### config.mk
export PLATFORM = sky130hd
export DESIGN_NAME = sdram_init_seq
export DESIGN_NICKNAME = d
export VERILOG_FILES = /design/src/rtl/sdram_init_pkg.sv /design/src/rtl/sdram_init_timer.sv /design/src/rtl/sdram_init_fsm.sv /design/src/rtl/sdram_init_cmd_enc.sv /design/src/rtl/sdram_init_seq.sv
export SDC_FILE = /design/constraint.sdc
export NUM_CORES = 1
export LEC_CHECK = 0
export BUFFER_PORTS_ARGS = -buffer_cell sky130_fd_sc_hd__clkbuf_2
export CORE_MARGIN = 2
export CORE_UTILIZATION = 50
export DETAILED_ROUTE_END_ITERATION = 7
export PLACE_DENSITY = 0.74
export SYNTH_ARGS = -nofsm -noshare
export SYNTH_HDL_FRONTEND = slang
export SYNTH_SLANG_ARGS = --single-unit
### constraint.sdc
create_clock -name clk_i -period 1.86 [get_ports clk_i]
set_input_delay 0.186 -clock clk_i [delete_from_list [all_inputs] [get_ports clk_i]]
set_output_delay 0.186 -clock clk_i [all_outputs]
set_load 0.05 [all_outputs]
### src/rtl/sdram_init_pkg.sv
package sdram_init_pkg;

  typedef enum logic [1:0] {
    CMD_NOP,
    CMD_PRE,
    CMD_MRS,
    CMD_REF
  } sdram_cmd_e;

  typedef struct packed {
    logic cs_n;
    logic ras_n;
    logic cas_n;
    logic we_n;
  } sdram_pins_t;

  function automatic sdram_pins_t cmd_pins(sdram_cmd_e c);
    sdram_pins_t p;
    unique case (c)
      CMD_PRE: p = '{cs_n: 1'b0, ras_n: 1'b0, cas_n: 1'b1, we_n: 1'b0};
      CMD_MRS: p = '{cs_n: 1'b0, ras_n: 1'b0, cas_n: 1'b0, we_n: 1'b0};
      CMD_REF: p = '{cs_n: 1'b0, ras_n: 1'b0, cas_n: 1'b0, we_n: 1'b1};
      default: p = '{cs_n: 1'b0, ras_n: 1'b1, cas_n: 1'b1, we_n: 1'b1};
    endcase
    return p;
  endfunction

  // bits 2:0 burst length, 3 order, 6:4 latency, upper bits zero
  function automatic logic [11:0] mode_word(int unsigned cas, int unsigned bl, bit ilv);
    logic [2:0] blc;
    case (bl)
      1:       blc = 3'b000;
      2:       blc = 3'b001;
      4:       blc = 3'b010;
      8:       blc = 3'b011;
      default: blc = 3'b111;
    endcase
    return {5'b00000, 3'(cas), ilv, blc};
  endfunction

endpackage

### src/rtl/sdram_init_timer.sv
module sdram_init_timer #(
  parameter int unsigned CW = 16,
  parameter int unsigned RST_VAL = 0
) (
  input  logic          clk_i,
  input  logic          rst_ni,
  input  logic          load_i,
  input  logic [CW-1:0] load_val_i,
  output logic          zero_o
);

  logic [CW-1:0] cnt_q;

  always_ff @(posedge clk_i or negedge rst_ni) begin
    if (!rst_ni)          cnt_q <= CW'(RST_VAL);
    else if (load_i)      cnt_q <= load_val_i;
    else if (cnt_q != '0) cnt_q <= cnt_q - CW'(1);
  end

  assign zero_o = (cnt_q == '0);

  // interval counts down one per cycle
  a_r2_timer_step: assert property (@(posedge clk_i) disable iff (!rst_ni)
    (!load_i && !zero_o) |=> (cnt_q == $past(cnt_q) - CW'(1)));

  a_r7_timer_load: assert property (@(posedge clk_i) disable iff (!rst_ni)
    load_i |=> (cnt_q == $past(load_val_i)));

endmodule

### src/rtl/sdram_init_fsm.sv
module sdram_init_fsm
  import sdram_init_pkg::*;
#(
  parameter int unsigned CW = 16,
  parameter int unsigned N_REF = 8,
  parameter int unsigned T_RP = 3,
  parameter int unsigned T_RC = 7,
  parameter int unsigned T_MRD = 2,
  parameter bit MRS_FIRST = 1'b1
) (
  input  logic          clk_i,
  input  logic          rst_ni,
  input  logic          zero_i,
  output logic          load_o,
  output logic [CW-1:0] load_val_o,
  output sdram_cmd_e    cmd_o,
  output logic          done_o
);

  localparam int unsigned RW = $clog2(N_REF + 1);
  localparam logic [CW-1:0] LD_RP  = CW'(T_RP - 1);
  localparam logic [CW-1:0] LD_RC  = CW'(T_RC - 1);
  localparam logic [CW-1:0] LD_MRD = CW'(T_MRD - 1);
  localparam logic [RW-1:0] REF_LAST = RW'(N_REF);

  typedef enum logic [2:0] {ST_WAIT, ST_PRE, ST_MRS, ST_REF, ST_DONE} state_e;

  state_e        state_q, state_d;
  logic [RW-1:0] ref_q, ref_d;
  logic          done_q, done_d;

  always_comb begin
    state_d    = state_q;
    ref_d      = ref_q;
    done_d     = done_q;
    cmd_o      = CMD_NOP;
    load_o     = 1'b0;
    load_val_o = LD_RP;
    if (zero_i) begin
      unique case (state_q)
        ST_WAIT: begin
          cmd_o   = CMD_PRE;
          load_o  = 1'b1;
          state_d = ST_PRE;
        end
        ST_PRE: begin
          load_o = 1'b1;
          if (MRS_FIRST) begin
            cmd_o      = CMD_MRS;
            load_val_o = LD_MRD;
            state_d    = ST_MRS;
          end else begin
            cmd_o      = CMD_REF;
            load_val_o = LD_RC;
            ref_d      = ref_q + RW'(1);
            state_d    = ST_REF;
          end
        end
        ST_MRS: begin
          if (MRS_FIRST) begin
            cmd_o      = CMD_REF;
            load_o     = 1'b1;
            load_val_o = LD_RC;
            ref_d      = ref_q + RW'(1);
            state_d    = ST_REF;
          end else begin
            done_d  = 1'b1;
            state_d = ST_DONE;
          end
        end
        ST_REF: begin
          if (ref_q != REF_LAST) begin
            cmd_o      = CMD_REF;
            load_o     = 1'b1;
            load_val_o = LD_RC;
            ref_d      = ref_q + RW'(1);
          end else if (!MRS_FIRST) begin
            cmd_o      = CMD_MRS;
            load_o     = 1'b1;
            load_val_o = LD_MRD;
            state_d    = ST_MRS;
          end else begin
            done_d  = 1'b1;
            state_d = ST_DONE;
          end
        end
        default: ;
      endcase
    end
  end

  always_ff @(posedge clk_i or negedge rst_ni) begin
    if (!rst_ni) begin
      state_q <= ST_WAIT;
      ref_q   <= '0;
      done_q  <= 1'b0;
    end else begin
      state_q <= state_d;
      ref_q   <= ref_d;
      done_q  <= done_d;
    end
  end

  assign done_o = done_q;

  a_r8_done_sticky: assert property (@(posedge clk_i) disable iff (!rst_ni)
    done_q |=> done_q);

  a_r5_ref_bound: assert property (@(posedge clk_i) disable iff (!rst_ni)
    ref_q <= REF_LAST);

  a_r8_done_after_refresh: assert property (@(posedge clk_i) disable iff (!rst_ni)
    done_q |-> (ref_q == REF_LAST));

  a_r7_cmd_only_at_expiry: assert property (@(posedge clk_i) disable iff (!rst_ni)
    (cmd_o != CMD_NOP) |-> zero_i);

endmodule

### src/rtl/sdram_init_cmd_enc.sv
module sdram_init_cmd_enc
  import sdram_init_pkg::*;
#(
  parameter int unsigned AW = 12,
  parameter int unsigned BAW = 2,
  parameter logic [AW-1:0] MODE_OP = '0
) (
  input  logic           clk_i,
  input  logic           rst_ni,
  input  sdram_cmd_e     cmd_i,
  output logic           cs_n_o,
  output logic           ras_n_o,
  output logic           cas_n_o,
  output logic           we_n_o,
  output logic [BAW-1:0] ba_o,
  output logic [AW-1:0]  addr_o
);

  sdram_pins_t   pins_d, pins_q;
  logic [AW-1:0] addr_d, addr_q;

  always_comb begin
    pins_d = cmd_pins(cmd_i);
    addr_d = '0;
    unique case (cmd_i)
      CMD_PRE: addr_d[10] = 1'b1;
      CMD_MRS: addr_d     = MODE_OP;
      default: ;
    endcase
  end

  always_ff @(posedge clk_i or negedge rst_ni) begin
    if (!rst_ni) begin
      pins_q <= cmd_pins(CMD_NOP);
      addr_q <= '0;
    end else begin
      pins_q <= pins_d;
      addr_q <= addr_d;
    end
  end

  assign cs_n_o  = pins_q.cs_n;
  assign ras_n_o = pins_q.ras_n;
  assign cas_n_o = pins_q.cas_n;
  assign we_n_o  = pins_q.we_n;
  assign addr_o  = addr_q;
  assign ba_o    = '0;

  // precharge always targets every bank
  a_r3_pre_all_banks: assert property (@(posedge clk_i) disable iff (!rst_ni)
    (!cs_n_o && !ras_n_o && cas_n_o && !we_n_o) |-> addr_o[10]);

  // mode load carries the opcode
  a_r4_mode_word: assert property (@(posedge clk_i) disable iff (!rst_ni)
    (!cs_n_o && !ras_n_o && !cas_n_o && !we_n_o) |-> (addr_o == MODE_OP));

  // each command lasts one cycle
  a_r7_single_cycle_cmd: assert property (@(posedge clk_i) disable iff (!rst_ni)
    (!ras_n_o && $past(!ras_n_o)) |-> ($past(cmd_i) != CMD_NOP));

endmodule

### src/rtl/sdram_init_seq.sv
module sdram_init_seq
  import sdram_init_pkg::*;
#(
  parameter int unsigned CLK_MHZ = 100,
  parameter int unsigned PWRUP_US = 200,
  parameter int unsigned T_RP = 3,
  parameter int unsigned T_RC = 7,
  parameter int unsigned T_MRD = 2,
  parameter int unsigned N_REF = 8,
  parameter int unsigned CAS_LAT = 3,
  parameter int unsigned BURST_LEN = 4,
  parameter bit BURST_ILV = 1'b0,
  parameter bit MRS_FIRST = 1'b1,
  parameter int unsigned AW = 12,
  parameter int unsigned BAW = 2
) (
  input  logic           clk_i,
  input  logic           rst_ni,
  output logic           cke_o,
  output logic           cs_n_o,
  output logic           ras_n_o,
  output logic           cas_n_o,
  output logic           we_n_o,
  output logic           dqm_o,
  output logic [BAW-1:0] ba_o,
  output logic [AW-1:0]  addr_o,
  output logic           done_o
);

  localparam int unsigned PWR_CYC = CLK_MHZ * PWRUP_US;
  localparam int unsigned T_MAX0  = (T_RP > T_RC) ? T_RP : T_RC;
  localparam int unsigned T_MAX1  = (T_MAX0 > T_MRD) ? T_MAX0 : T_MRD;
  localparam int unsigned T_MAX   = (T_MAX1 > PWR_CYC) ? T_MAX1 : PWR_CYC;
  localparam int unsigned CW      = $clog2(T_MAX + 1);
  localparam logic [AW-1:0] MODE_OP = AW'(mode_word(CAS_LAT, BURST_LEN, BURST_ILV));

  logic          tmr_zero, tmr_load;
  logic [CW-1:0] tmr_val;
  sdram_cmd_e    cmd;

  sdram_init_timer #(.CW(CW), .RST_VAL(PWR_CYC - 1)) u_timer (
    .clk_i      (clk_i),
    .rst_ni     (rst_ni),
    .load_i     (tmr_load),
    .load_val_i (tmr_val),
    .zero_o     (tmr_zero)
  );

  sdram_init_fsm #(
    .CW(CW), .N_REF(N_REF), .T_RP(T_RP), .T_RC(T_RC), .T_MRD(T_MRD), .MRS_FIRST(MRS_FIRST)
  ) u_fsm (
    .clk_i      (clk_i),
    .rst_ni     (rst_ni),
    .zero_i     (tmr_zero),
    .load_o     (tmr_load),
    .load_val_o (tmr_val),
    .cmd_o      (cmd),
    .done_o     (done_o)
  );

  sdram_init_cmd_enc #(.AW(AW), .BAW(BAW), .MODE_OP(MODE_OP)) u_enc (
    .clk_i   (clk_i),
    .rst_ni  (rst_ni),
    .cmd_i   (cmd),
    .cs_n_o  (cs_n_o),
    .ras_n_o (ras_n_o),
    .cas_n_o (cas_n_o),
    .we_n_o  (we_n_o),
    .ba_o    (ba_o),
    .addr_o  (addr_o)
  );

  assign cke_o = 1'b1;
  assign dqm_o = ~done_o;

  // a running interval yields a NOP on the next bus cycle
  a_r7_gap_quiet: assert property (@(posedge clk_i) disable iff (!rst_ni)
    !tmr_zero |=> (ras_n_o && cas_n_o && we_n_o));

  // nothing issued once ready
  a_r9_quiet_after_done: assert property (@(posedge clk_i) disable iff (!rst_ni)
    done_o |=> (ras_n_o && cas_n_o && we_n_o && !dqm_o));

endmodule

---- After elaboration in Yosys (flattened, before gate mapping) ----
Index checks and enable logic that the tools add are counted.
W data, S select, Z words.
operators by class
  add/subtract/negate cells ............... 2
  equal/unequal tests ..................... 9
  muxes and demuxes ....................... 18
  bitwise gates (word level) .............. 2
  reductions and logical operators ........ 10
operators with widths
  kind                     count
  $mux W15                 3
  $pmux W15 S3             1
  $logic_not A15 Y1        1
  $reduce_bool A15 Y1      1
  $sub A15 B1 Y15 const B  1
  $pmux W3 S4              1
  $pmux W3 S3              1
  $reduce_and A3 Y1        3
  $pmux W2 S4              1
  $pmux W4 S2              1
  $eq A3 B2 Y1 const B     2
  $mux W3                  2
  $mux W6                  1
  $add A4 B1 Y4 const B    1
  $eq A2 B2 Y1 const B     2
  $mux W2                  2
  $mux W4                  1
  $ne A4 B4 Y1 const B     1
  $reduce_bool A2 Y1       2
  $reduce_bool A4 Y1       1
  $eq A3 B1 Y1 const B     1
  $logic_not A3 Y1         1
  $mux W1                  3
  $reduce_or A3 Y1         1
  other kinds (5)          6
storage, ports and cells
  bits in registers ....................... 37
  bits of input ports ..................... 2
  output and inout port bits .............. 21
  logic and storage cells ................. 49

---- Longest topological paths before layout ----
  depth after elaboration ................. 6
  depth in mapped cells ................... 9

---- Modules after synthesis ----
A second synthesis with hierarchy kept.
second synthesis, totals
  cells, all modules ...................... 162
  area, all modules ....................... 1,662.8 um^2
modules (own cells, without submodules)
  module              instances  cells each  area an instance (um^2)  sequential area each (um^2)
  sdram_init_timer    1          79          840.8                    386.6
  sdram_init_fsm      1          54          521.8                    200.2
  sdram_init_cmd_enc  1          26          285.3                    128.9
  sdram_init_seq      1          3           15.0                     0.0

---- Worst setup path after synthesis ----
No wires, ideal clock.
  kind .................................... reg2reg
  start ................................... register u_timer.cnt_q[0]
  end ..................................... register u_enc.pins_q (netlist bit u_enc.cas_n_o)
  arrival ................................. 1,980 ps
  data required time ...................... 1,776 ps
  slack ................................... -204 ps
  cell stages (with the launch flop) ...... 9
  clock period less this slack ............ 2,064 ps
  cell sequence ........................... dfstp_2 > inv_1 > ha_1 > nor3b_1 > buf_2 > nand4_1 > or3b_4 > ha_1 > or2_2
RTL lines
  item                    line                      text
  start, declared         sdram_init_timer.sv:12    logic [CW-1:0] cnt_q;
  start signal, assigned  sdram_init_timer.sv:15    if (!rst_ni) cnt_q <= CW'(RST_VAL);
  start signal, assigned  sdram_init_timer.sv:16    else if (load_i) cnt_q <= load_val_i;
  start signal, assigned  sdram_init_timer.sv:17    else if (cnt_q != '0) cnt_q <= cnt_q - CW'(1);
  end signal, assigned    sdram_init_cmd_enc.sv:34  pins_q <= cmd_pins(CMD_NOP);
  end signal, assigned    sdram_init_cmd_enc.sv:37  pins_q <= pins_d;
  end, declared           sdram_init_cmd_enc.sv:19  sdram_pins_t pins_d, pins_q;

==> summary.md <==
| Metric | Value |
|---|---|
| Outcome | `finished with violations` |
| Failing checks | `negative setup slack` |
| Critical Path RT | `2140 ps` |
| Fin. Hold Viols | `0` |
| Final Worst Setup Slack | `-2.76 ps` |
| Slew Limit Fails | `0` |
| Starting density of the core | `53.5%` |
| Max stage delay cell, worst path | `or3_4` |
| Post-synth EDFFs | `0` |
| Crit path top cell by count | `ha_4` |
| Adder-cell area share of the yosys netlist | `5.05%` |
| GR Util All Layers | `18.3%` |
| Wirelength per Cell | `14.0 µm` |
| Routed Antenna Nets | `0` |
| Place WS | `-27.0 ps` |
| Ys flop type | `dfrtp_1` |
| Clk sinks | `28` |
| N_diodes | `0` |
| Initial antenna violation count | `0` |
| Pwr Density | `519 nW/µm²` |
| Crit. path cell count | `7` |
| Max FO, Critical Path | `3` |
| Die Y-Extent | `58.5 µm` |
| #FFs+latches synth | `28` |
| Largest cells by area after synthesis | `dfrtp_1 27%, dfstp_2 21%, buf_4 7.1%` |
| Synth top area share | `26.9%` |
| Seq/Total Area, Yosys | `48.1%` |
| NumNets Final | `178` |
| DR vias | `1061` |
| DRT Pass-1 Iters | `4` |
| Leakage | `0.862 nW` |
| Yosys cell types | `36` |
| Average size of a mapped cell | `11.0 µm²` |
| Largest family of logic cells by synthesized area | `simple AND/OR/NAND/NOR gates` |
| Die X | `58.5 µm` |
| Max Cap Violations | `0` |
| Clk Latency, worst-skew pair | `330 ps` |
| Post-Route WL | `2.81 mm` |
| Worst vdd ir | `0.000471 V` |
| DP Wirelength | `2.04 mm` |
| Min cycle time layout | `1860 ps` |
| Max Clk Rate | `537 MHz` |
| CP bufs+invs | `1` |
| Die area | `3430 µm²` |
| DR DRC count | `0` |
| Max H-tree Level | `1` |
| Hold_ws | `406 ps` |
| Largest area contributor in the synthesized netlist | `dfrtp_1` |
| Vias in the first global route | `1051` |
| RePlAce Congestion | `0.767` |
| Synthesized instance count | `135` |
| Cell Area, Synth | `1490 µm²` |
| XOR/XNOR Fraction of Synth Area | `7.65%` |
| Routing usage on met3 | `1.98%` |
| Simple-Gate Fraction of Synth Area | `22.6%` |
| Compound-Gate Fraction of Synth Area | `5.30%` |
| Largest net degree at the start of global routing | `29` |
| Clk buf depth | `2` |
| Slew @ Worst Pin | `674 ps` |
| Fill cells | `216` |
| CP startpoint kind | `flop` |
| GR Util met1 | `23.8%` |
| Via density | `5.31` |
| RSZ-0062 raised after global routing | `true` |
| Max-slew headroom | `55.0%` |
| Synth warn | `0` |
| Share of cells above drive strength 1 | `42.6%` |
| Clk root buf | `clkbuf_4` |
| Area Overhead vs Synth | `21.6%` |
| Largest stage delay, worst path | `450 ps` |
| Placeable Area | `2780 µm²` |
| IO Count | `23` |
| Total chip power | `0.939 mW` |
| Worst EP arrival | `2140 ps` |
| Grt met2 use | `31.5%` |
| Cells along the critical path | `inv_2 > ha_4 > nor3b_4 > nand4_1 > or3_4 > ha_4 > or2_4` |
| Setup violators final | `1` |
| Portion of netlist area occupied by mux cells | `1.01%` |
| Clock slew at reported path FFs | `150 ps` |
| Setup crit end kind | `flop` |
| Post-synthesis async set-or-reset flop share | `100%` |
| I/O Buffers | `10` |
| CTS tree | `done` |
| Min-Delay Path Class | `in2async` |
| CTS Buf Count | `3` |
| Clock Skews | `5.31 ps` |
| Top delay family on crit path | `simple AND/OR/NAND/NOR gates` |
| Grt ovf | `0` |
| First-pass GRT wire length | `4.77 mm` |
| Crit Path Category | `reg2reg` |
| Register-to-Register Path Depth | `7` |
| Most used routing layer | `met2` |
| Final Cycle Share | `100%` |
| Number of DRC markers in iteration 0 | `31` |
| # rows | `19` |
## power by group
part	switching, mW	total (mW)	internal (mW)	leakage, nW
Combinational	0.0641	0.0662	0.00207	0.526
Sequential	0	0.610	0.610	0.322
Clock	0.178	0.262	0.0842	0.0150
Total	0.242	0.939	0.697	0.862
## routing by layer
| layer | part of all wire (%) | vias to the layer above |
|---|---|---|
| met3 | 3.6 | 3 |
| met1 | 44 | 521 |
| met2 | 52 | 28 |
| met5 | 0 | - |
| met4 | 0.93 | 0 |
| li1 | - | 509 |
## logic make-up after synthesis
| family | after synthesis |
|---|---|
| other | 2 |
| multiplexers | 1 |
| AO/OA/AOI/OAI | 12 |
| buffers and inverters | 24 |
| XOR/XNOR | 13 |
| adder cells (fa/ha/maj) | 6 |
| AND/OR/NAND/NOR | 49 |
| flip-flops | 28 |
## cells in the mapped netlist (2+ instances only)
master and number:
nand4_1 7, inv_1 8, buf_4 14, nand4_2 2
xnor2_1 9, conb_1 2, dfstp_2 12, xor2_1 4
ha_1 6, nor2_1 10, a21o_1 3, a21oi_1 4
nand2_1 5, buf_2 2, nor4_4 2, o21ai_0 2
dfrtp_1 16, nand3_1 3, nor3_1 7
## flip-flops by register name (all words and copies together), names as in the netlist
signal	flops
u_timer.cnt_q	15
u_fsm.ref_q	4
u_fsm.state_q	3
u_enc.addr_o	2
u_enc.cas_n_o	1
u_enc.ras_n_o	1
u_enc.we_n_o	1
u_fsm.done_o	1
## worst paths after layout
kind	startpoint	slack (ps)	to
setup / recovery	u_timer.cnt_q[1]$_DFFE_PN1P_	-3	u_enc.cas_n_o$_DFF_PN1_
hold / removal	rst_ni	410	u_timer.cnt_q[6]$_DFFE_PN0P_
setup reg to reg	u_timer.cnt_q[1]$_DFFE_PN1P_	-3	u_enc.cas_n_o$_DFF_PN1_
hold reg to reg	u_fsm.ref_q[2]$_DFFE_PN0P_	490	u_fsm.ref_q[2]$_DFFE_PN0P_
max in group asynchronous	rst_ni	1030	u_fsm.state_q[0]$_DFFE_PN0P_
min in group clk_i	u_fsm.ref_q[2]$_DFFE_PN0P_	490	u_fsm.ref_q[2]$_DFFE_PN0P_
## final cells by class
| type | count | area (µm²) | area share [%] |
|---|---|---|---|
| Inverter | 8 | 30.0 | 1.66 |
| Tap cell | 31 | 38.8 | 2.14 |
| Sequential cell | 28 | 716 | 39.6 |
| Multi-Input combinational cell | 93 | 751 | 41.5 |
| Clock buffer | 4 | 26.3 | 1.45 |
| Timing Repair Buffer | 36 | 248 | 13.7 |
## stage by stage
step           cell area, µm²  setup TNS (ps)  utilization, %  cells
2_1_floorplan            1570           -16.6               -    145
3_3_place_gp             1680               0            60.3    188
3_5_place_dp             1680           -27.0            60.3    188
4_1_cts                  1790           -5.35            64.3    198
5_1_grt                  1810           -62.8            65.0    200
6_report                 1810           -2.76            65.0    200
## repair_timing
action	in CTS	in global routing
setup buffers	5	2
gates resized for setup	7	1
pin swaps	5	1
setup endpoints to repair	1	5
hold endpoints to repair	16	0
hold buffers	1	0
gates cloned	0	0
## placed cells by master (no fill, tap or decap), types with 3 or more instances in the layout
cell,instances
clkbuf_4,3
inv_1,5
ha_4,4
nand2_1,5
xor2_1,4
nor4_4,3
conb_1,12
nand3_1,3
nand4_1,7
nor3_1,6
dfstp_2,12
dfrtp_1,16
clkbuf_2,10
inv_2,3
a21o_1,3
buf_4,25
nor2_1,10
xnor2_1,9
a21oi_1,4
Power figures use the tool's default switching activity.
